## src/rtl/swsup_pkg.sv

```systemverilog
package swsup_pkg;
   typedef enum logic [1:0] {
      SW_OFF   = 2'b00,
      SW_ON    = 2'b01,
      SW_CYC_A = 2'b10,
      SW_CYC_B = 2'b11
   } sw_mode_e;

   localparam int unsigned RSRC_W = 4;
   localparam logic [RSRC_W-1:0] RSRC_NONE    = 4'h0;
   localparam logic [RSRC_W-1:0] RSRC_SW_LOST = 4'h5;
endpackage

```

## src/rtl/swsup_cycle_timer.sv

```systemverilog
module swsup_cycle_timer
   import swsup_pkg::*;
#(
   parameter int unsigned ON_WIN = 384,
   parameter int unsigned PER_A  = 16000,
   parameter int unsigned PER_B  = 32000
) (
   input  logic     clk,
   input  logic     rst_n,
   input  logic     tick,
   input  sw_mode_e mode,
   input  logic     restart,
   output logic     out_on,
   output logic     smp_pt
);
   localparam int unsigned PER_MAX = (PER_A > PER_B) ? PER_A : PER_B;
   localparam int unsigned CW      = $clog2(PER_MAX);
   localparam logic [CW-1:0] WIN_C   = CW'(ON_WIN);
   localparam logic [CW-1:0] LAST_W  = CW'(ON_WIN - 1);
   localparam logic [CW-1:0] LAST_A  = CW'(PER_A - 1);
   localparam logic [CW-1:0] LAST_B  = CW'(PER_B - 1);

   logic [CW-1:0] pos_q;
   logic [CW-1:0] last_pos;
   logic          cyclic;

   assign cyclic   = mode[1];
   assign last_pos = (mode == SW_CYC_B) ? LAST_B : LAST_A;

   always_ff @(posedge clk or negedge rst_n) begin
      if (!rst_n) begin
         pos_q <= '0;
      end else if (restart || !cyclic) begin
         pos_q <= '0;
      end else if (tick) begin
         pos_q <= (pos_q == last_pos) ? '0 : pos_q + 1'b1;
      end
   end

   assign out_on = (mode == SW_ON) || (cyclic && (pos_q < WIN_C));
   assign smp_pt = (mode == SW_ON) || (cyclic && (pos_q == LAST_W));
endmodule

```

## src/rtl/swsup_ovl_filter.sv

```systemverilog
module swsup_ovl_filter #(
   parameter int unsigned OVL_TICKS = 2
) (
   input  logic clk,
   input  logic rst_n,
   input  logic tick,
   input  logic ovl,
   input  logic armed,
   output logic confirm
);
   logic hit_now;
   assign hit_now = tick && ovl && armed;

   generate
      if (OVL_TICKS == 1) begin : g_direct
         assign confirm = hit_now;
      end else begin : g_count
         localparam int unsigned HW = $clog2(OVL_TICKS);
         localparam logic [HW-1:0] HIT_LAST = HW'(OVL_TICKS - 1);
         logic [HW-1:0] hits_q;

         always_ff @(posedge clk or negedge rst_n) begin
            if (!rst_n) begin
               hits_q <= '0;
            end else if (tick) begin
               if (!(ovl && armed) || (hits_q == HIT_LAST)) hits_q <= '0;
               else                                        hits_q <= hits_q + 1'b1;
            end
         end

         assign confirm = hit_now && (hits_q == HIT_LAST);
      end
   endgenerate
endmodule

```

## src/rtl/swsup_event_log.sv

```systemverilog
module swsup_event_log
   import swsup_pkg::*;
(
   input  logic              clk,
   input  logic              rst_n,
   input  logic              confirm,
   input  logic              irq_en,
   input  logic              sleep_st,
   input  logic              clr_stb,
   output logic              irq_flag,
   output logic              wake_force,
   output logic [RSRC_W-1:0] rsrc_code
);
   always_ff @(posedge clk or negedge rst_n) begin
      if (!rst_n) begin
         irq_flag   <= 1'b0;
         wake_force <= 1'b0;
         rsrc_code  <= RSRC_NONE;
      end else begin
         wake_force <= confirm && sleep_st;
         if (confirm && irq_en) irq_flag <= 1'b1;
         else if (clr_stb)      irq_flag <= 1'b0;
         if (confirm && sleep_st) rsrc_code <= RSRC_SW_LOST;
         else if (clr_stb)        rsrc_code <= RSRC_NONE;
      end
   end
endmodule

```

## src/rtl/swsup_ctrl.sv

```systemverilog
module swsup_ctrl
   import swsup_pkg::*;
#(
   parameter int unsigned ON_WIN    = 384,
   parameter int unsigned PER_A     = 16000,
   parameter int unsigned PER_B     = 32000,
   parameter int unsigned OVL_TICKS = 2
) (
   input  logic       clk,
   input  logic       rst_n,
   input  logic       tick_us,
   input  logic       mode_wr,
   input  logic [1:0] mode_wdata,
   output logic [1:0] mode_q,
   input  logic       irq_en,
   input  logic       clr_stb,
   input  logic       ovl_in,
   input  logic       wake_pin,
   input  logic       sleep_st,
   output logic       out_en,
   output logic       wake_evt,
   output logic       irq_flag,
   output logic       wake_force,
   output logic [3:0] rsrc_code
);
   generate
      if (ON_WIN < 1 || ON_WIN >= PER_A || ON_WIN >= PER_B) begin : g_bad_win
         $error("swsup_ctrl: ON_WIN must be at least 1 and shorter than both periods");
      end
      if (OVL_TICKS < 1) begin : g_bad_ovl
         $error("swsup_ctrl: OVL_TICKS must be at least 1");
      end
   endgenerate

   sw_mode_e mode_r;
   sw_mode_e wr_mode;
   logic     confirm;
   logic     restart;
   logic     smp_pt;
   logic     out_on;
   logic     wake_q;

   assign wr_mode = sw_mode_e'(mode_wdata);
   assign restart = mode_wr && wr_mode[1] && (wr_mode != mode_r) && !confirm;

   always_ff @(posedge clk or negedge rst_n) begin
      if (!rst_n) begin
         mode_r <= SW_OFF;
         wake_q <= 1'b0;
      end else begin
         if (confirm)      mode_r <= SW_OFF;
         else if (mode_wr) mode_r <= wr_mode;
         wake_q <= tick_us && smp_pt && wake_pin;
      end
   end

   swsup_cycle_timer #(
      .ON_WIN (ON_WIN),
      .PER_A  (PER_A),
      .PER_B  (PER_B)
   ) timer_i (
      .clk     (clk),
      .rst_n   (rst_n),
      .tick    (tick_us),
      .mode    (mode_r),
      .restart (restart),
      .out_on  (out_on),
      .smp_pt  (smp_pt)
   );

   swsup_ovl_filter #(
      .OVL_TICKS (OVL_TICKS)
   ) filt_i (
      .clk     (clk),
      .rst_n   (rst_n),
      .tick    (tick_us),
      .ovl     (ovl_in),
      .armed   (out_on),
      .confirm (confirm)
   );

   swsup_event_log log_i (
      .clk        (clk),
      .rst_n      (rst_n),
      .confirm    (confirm),
      .irq_en     (irq_en),
      .sleep_st   (sleep_st),
      .clr_stb    (clr_stb),
      .irq_flag   (irq_flag),
      .wake_force (wake_force),
      .rsrc_code  (rsrc_code)
   );

   assign mode_q   = mode_r;
   assign out_en   = out_on;
   assign wake_evt = wake_q;
endmodule

```

## config.mk

```make
export PLATFORM = sky130hd
export DESIGN_NAME = swsup_ctrl
export DESIGN_NICKNAME = d
export VERILOG_FILES = /design/src/rtl/swsup_pkg.sv /design/src/rtl/swsup_cycle_timer.sv /design/src/rtl/swsup_ovl_filter.sv /design/src/rtl/swsup_event_log.sv /design/src/rtl/swsup_ctrl.sv
export SDC_FILE = /design/constraint.sdc
export NUM_CORES = 1
export LEC_CHECK = 0
export BUFFER_PORTS_ARGS = -buffer_cell sky130_fd_sc_hd__buf_2
export CAP_MARGIN = 20
export CORE_MARGIN = 4
export CORE_UTILIZATION = 49
export CTS_CLUSTER_DIAMETER = 100
export DETAILED_ROUTE_END_ITERATION = 6
export MAX_ROUTING_LAYER = met4
export PLACE_DENSITY = 0.74
export SETUP_SLACK_MARGIN = 0.2
export SYNTH_ARGS = -nofsm -noshare
export SYNTH_HDL_FRONTEND = slang
export SYNTH_HIERARCHICAL = 1
export SYNTH_SLANG_ARGS = --single-unit
```

## constraint.sdc

```tcl
create_clock -name clk -period 2.4 [get_ports clk]
set_clock_uncertainty 0.05 [all_clocks]
set_input_delay 0.12 -clock clk [delete_from_list [all_inputs] [get_ports clk]]
set_output_delay 0.12 -clock clk [all_outputs]
set_load 0.02 [all_outputs]
```

Word level (Yosys, flattened, before mapping). Cells that the tools add are included.

Flip-flop bits (word level): 25. Bits in latches: 0. RAM bits: 0. Memory bits (read-only): 0. Input bits: 11. Word-level logic and storage cells: 50. Memories kept: 0.

$add $sub $neg: 2. Multipliers: 0. Div/mod/pow operators: 0. Order comparisons: 1. Equality and inequality tests: 5. Shifts and indexed selects: 0. Multiplexer cells: 11. Bitwise operators: 0. Reduce and logical (&&, ||, !) cells: 24.

Operators by type and width (number): two-way mux 15 bit (4); adder 15 x 1 -> 15 bit (second input constant) (1); equality test 15 bit (1); equality test 15 x 9 -> 1 bit (second input constant) (1); less-than comparator 15 x 9 -> 1 bit (second input constant) (1); logical AND 1 bit (13); two-way mux 4 bit (2); nonzero test 2 bit (4); logical OR 1 bit (4); two-way mux 2 bit (2); zero test 1 bit (3); two-way mux 1 bit (3); equality test 2 x 1 -> 1 bit (second input constant) (1); equality test 2 bit (second input constant) (1); inequality test 2 bit (1); adder 1 bit (second input constant) (1).

Depth between registers and ports, before layout.
Depth after elaboration: 9. Mapped depth: 12.

Modules after synthesis. The synthesis kept the hierarchy.

By module, submodules not included: swsup_cycle_timer (times used 1, cells an instance 93, area an instance 909.6 sq um); swsup_ctrl (times used 1, cells an instance 11, area an instance 131.4 sq um); swsup_event_log (times used 1, cells an instance 11, area an instance 130.1 sq um); swsup_ovl_filter (times used 1, cells an instance 5, area an instance 47.5 sq um).

Worst setup path before layout. OpenSTA, ideal clock, no wires.

Path type: reg-to-reg. Start point: register mode_r[1], in the netlist mode_q[1]. End point: register timer_i.pos_q[13]. Library setup time: 121 ps. Arrival time: 2806 ps. Setup slack: -578 ps. Stages on the path, launching flop included: 13. Buffers on the path: 1. Clock period less this slack: 2978 ps. Path through: dfrtp_1 > nor4b_1 > nand2_1 > o21ai_0 > nand3_1 > nor2_1 > a211oi_2 > or3b_1 > buf_2 > nand4_2 > nor4_1 > xnor2_1 > nor2_1.

Word-level cells in the longest chain between the ends: 8. Elaborated cells between the ends (all ways): 18. Those cells by class: eq/ne: 4; mux: 4; reduce/logical: 10.

RTL lines: start: declaration (RTL line swsup_ctrl.sv:35) `sw_mode_e mode_r;`; start signal: assignment (RTL line swsup_ctrl.sv:52) `else if (mode_wr) mode_r <= wr_mode;`; equality test 2 x 1 -> 1 bit / logical AND 1 bit (equally long branches) (RTL line swsup_cycle_timer.sv:40) `assign out_on = (mode == SW_ON) || (cyclic && (pos_q < WIN_C));`; logical OR 1 bit (*) (RTL line swsup_cycle_timer.sv:40); net out_en (RTL line swsup_ctrl.sv:20) `output logic out_en,`; logical AND 1 bit (*) (RTL line swsup_ovl_filter.sv:12) `assign hit_now = tick && ovl && armed;`; logical AND 1 bit (*) (RTL line swsup_ovl_filter.sv:31) `assign confirm = hit_now && (hits_q == HIT_LAST);`; net confirm (RTL line swsup_ctrl.sv:37) `logic confirm;`; zero test 1 bit (*) (RTL line swsup_ctrl.sv:44) `assign restart = mode_wr && wr_mode[1] && (wr_mode != mode_r) && !confirm;`; logical AND 1 bit (*) (RTL line swsup_ctrl.sv:44); net restart (RTL line swsup_ctrl.sv:38) `logic restart;`; logical OR 1 bit (*) (RTL line swsup_cycle_timer.sv:33) `end else if (restart || !cyclic) begin`; two-way mux 15 bit / nonzero test 2 bit (equally long branches); end signal: assignment (RTL line swsup_cycle_timer.sv:36) `pos_q <= (pos_q == last_pos) ? '0 : pos_q + 1'b1;`; end: declaration (RTL line swsup_cycle_timer.sv:23) `logic [CW-1:0] pos_q;`.

Mark *: on every way through the listed nets, which the timed path passes. The rest lies on a longest branch. The select of a mux whose other input is x is not followed. A chain may end at the register's enable or synchronous reset.

Worst setup path after layout.
Start point: register timer_i.pos_q[13]. End point: register timer_i.pos_q[13].

Word-level cells in the longest chain between the ends: 9. Elaborated cells between the ends (all ways): 14. Those cells by class: add/sub: 1; order compare: 1; eq/ne: 1; mux: 3; reduce/logical: 8.

RTL lines (RTL line): less-than comparator 15 x 9 -> 1 bit (*) (swsup_cycle_timer.sv:40); logical AND 1 bit (*) (swsup_cycle_timer.sv:40); logical OR 1 bit (*) (swsup_cycle_timer.sv:40); logical AND 1 bit (*) (swsup_ovl_filter.sv:12); logical AND 1 bit (*) (swsup_ovl_filter.sv:31); net confirm (swsup_ctrl.sv:37); zero test 1 bit (*) (swsup_ctrl.sv:44); logical AND 1 bit (*) (swsup_ctrl.sv:44); net restart (swsup_ctrl.sv:38); logical OR 1 bit (*) (swsup_cycle_timer.sv:33); two-way mux 15 bit / nonzero test 2 bit (equally long branches).

Marked as above.

==> metrics.md <==
| Metric | Value |
|---|---|
| Yosys reg bits | 22 |
| Final setup margin | 177.0 ps |
| Simple-Gate Fraction of Synth Area | 27.93% |
| Number of global-route vias before repair | 974 |
| Chip Width | 57.87 um |
| Hold WS | 42.32 ps |
| Worst r2r src | timer_i/pos_q[13] |
| Combinational family with the most area after synthesis | simple AND/OR/NAND/NOR gates |
| Asr flop ratio synth | 100.0% |
| Post-Route WL | 2.776 mm |
| Die height | 57.87 um |
| CP Data Required Time | 2550 ps |
| First-pass GRT wire length | 4.443 mm |
| DRT antenna net count | 0 |
| DPL Wire Length | 1.894 mm |
| Drt first pass iters | 4 |
| FP Rows | 17 |
| CTS tree | done |
| Top FF cell, synth | dfrtp_1 |
| Yosys top cell area share | 45.17% |
| Initial core utilization | 53.05% |
| Sequential area share after synthesis | 45.17% |
| P_leak | 0.7105 nW |
| Count leader, synth | dfrtp_1 |
| RSZ-0062 raised after global routing | yes |
| Initial DRC count | 25 |
| Hold depth | 3 |
| Data arrival, critical path | 2370 ps |
| Clk buf depth | 2 |
| DR WL/cell | 15.42 um |
| Clock power share | 24.8% |
| Met2 Use GR | 27.26% |
| Power Dens Cells | 447.2 nW/um^2 |
| Inst Count DP | 167 |
| Post-synth top cells | dfrtp_1 (22), nor2_1 (15), nand3_1 (10) |
| Syn Area/Cell | 10.16 um^2 |
| Gr usage total | 17.74% |
| Post-synth EDFFs | 0 |
| HP Class | primary input to flip-flop |
| Initial antenna violation count | 0 |
| Worst vdd ir | 363.7 uV |
| Sw power | 0.1938 mW |
| CTS Root Cell | clkbuf_4 |
| Clock-pin slew on the worst setup and hold paths | 120 ps |
| Hold Path End | mode_q[0] |
| Kind of critical path | flip-flop to flip-flop |
| Num ports | 21 |
| R2r worst-path depth | 11 |
| Post-Layout Cell Count | 180 |
| Synthesized instance count | 120 |
| Max Clk Rate | 0.4498 GHz |
| Internal Pwr Total | 0.5017 mW |
| Die Area | 3349 um^2 |
| Worst-path maximum fanout | 6 |
| Slew Limit Fails | 0 |
| Post-synthesis compound-gate area fraction | 9.446% |
| Combinational power share | 19.1% |
| DP Worst Slack | 40.20 ps |
| Area delta synth->final | 27.62% |
| Met3 Usage GRT | 2.450% |
| Ys Warns | 6 |
| Net Sw Frac | 27.87% |
| CTS sink cnt | 22 |
| Mapped cell area | 1219 um^2 |
| Antenna diode count | 0 |
| Ranking of synthesized cells by area | dfrtp_1 (45%), nor2_1 (4.6%), xor2_1 (4.3%) |
| Flop pwr share | 56.1% |
| Port buffer count | 18 |
| Post-layout min period | 2223 ps |
| Worst R2R Setup Slack | 180 ps |
| Largest net degree at the start of global routing | 23 |
| Post-synthesis mux area share | 3.388% |
| Post-Synth Adder-Cell Area | 1.027% |
| Worst Min Path Start | mode_wdata[0] |
| # DRC | 0 |
| Finish-stage setup viols | 0 |
| R2R Path End | timer_i/pos_q[13] |
| Post-synth top area cell | dfrtp_1 |
| Core region area | 2297 um^2 |
| CP startpoint kind | flip-flop |
| Vias per std cell | 5.411 |
| Vias | 974 |
| Distinct cells, synth | 43 |
| CTS buffer count | 3 |
| CTS HTree Levels | 1 |
| Status | finished, final reports clean |
| Xor-xnor portion of the synthesized cell area | 7.906% |
| Fin nets | 165 |
| Overflow after GRT | 0 |
| CP endpoint kind | flip-flop |
| Worst skew pair latency | 300 ps |
| Gr busiest metal | met2 |
| Max cap viols | 0 |
| RD Place Congestion | 0.8740 |
| Fin util | 67.70% |
| Share of layout cells above drive strength 1 | 38.82% |
| GR Util met1 | 24.03% |
| Part of the cycle the worst path needs | 92.63% |
| Final hold vios | 0 |
[state kept, by name, indices dropped and copies added, names as in the netlist]
name and cells:
mode_q 2, log_i/wake_force 1, log_i/rsrc_code 1, log_i/irq_flag 1, filt_i/g_count.hits_q 1, wake_evt 1, timer_i/pos_q 15
[per-stage QoR]
stage	instance area, um^2	total power [mW]	setup TNS, ps
floorplan	1277	0.4745	0
global placement	1398	0.5102	0
detailed placement	1398	0.5124	0
CTS	1489	0.6907	0
global route	1555	0.7343	-2.622
finish	1555	0.6955	0
[cell type report]
type,count,area [um^2]
multi-input combinational,89,714.4
timing repair buffer,33,212.7
fill,175,742.0
tap,28,35.03
clock buffer,4,26.28
sequential,22,551.8
inverter,4,15.01
[placed cells by master, fill, tap and decap left out, types with 2 or more instances in the layout]
cell type	n
and2_1	2
mux2i_1	3
xnor2_1	4
buf_4	11
nand4_1	3
nor2_1	13
and3_2	2
nor4_2	2
or3_1	2
nor3_1	2
nand2b_1	3
inv_1	4
nand3_2	5
a21oi_1	2
nor2_4	2
dfrtp_1	21
nand2_1	6
dlygate4sd3_1	4
clkbuf_4	3
a22o_1	2
nand3_1	6
xor2_1	6
buf_2	18
conb_1	2
[power by group through the flow]
stage          Clock (mW)  Combinational [mW]  Sequential, mW
6_report            0.173               0.133           0.390
2_1_floorplan           0              0.0684           0.406
3_3_place_gp            0               0.114           0.397
3_5_place_dp            0               0.115           0.397
5_1_grt             0.196               0.147           0.391
4_1_cts             0.179               0.122           0.390
[routing by layer]
layer | vias to the layer above | wire length [um]
met2 | 17 | 1399
met4 | 0 | 13
met5 | - | 0
li1 | 479 | -
met3 | 2 | 91
met1 | 476 | 1271
[critical path, cell delays in order (launching register included)]
cell and delay, ps:
dfrtp_1 410, nor4b_2 260, nand2_1 130, o21ai_4 160, nand3_2 120, nor2_4 120
a211oi_2 60, or3b_4 430, nand4_4 130, nor4_2 50, xnor2_1 140, nor2_1 50
[kinds of logic (layout without fill, tap and decap cells)]
logic type / Yosys count / in the layout
compound gates: 14 / 14
other cells: 1 / 2
simple gates: 57 / 57
xor+xnor: 11 / 11
flops: 22 / 22
buf+inv: 10 / 41
mux: 4 / 4
fa+ha+maj: 1 / 1
[worst max path at each step]
stage | startpoint | endpoint | slack [ps]
after floorplan | mode_q[1] | timer_i/pos_q[13] | 30
after CTS | timer_i/pos_q[13] | timer_i/pos_q[13] | 160
after global placement | timer_i/pos_q[13] | timer_i/pos_q[13] | 110
after global routing | timer_i/pos_q[13] | timer_i/pos_q[13] | -3
after detailed placement | timer_i/pos_q[13] | timer_i/pos_q[13] | 40
final | timer_i/pos_q[13] | timer_i/pos_q[13] | 180
[timing repair]
item,CTS,global route
pin swaps,6,5
hold buffers,4,0
setup buffers,3,2
endpoints found under the setup margin,12,14
endpoints found under the hold margin,25,0
resized for setup,1,9
No activity file was read; power rests on OpenSTA's default activity.
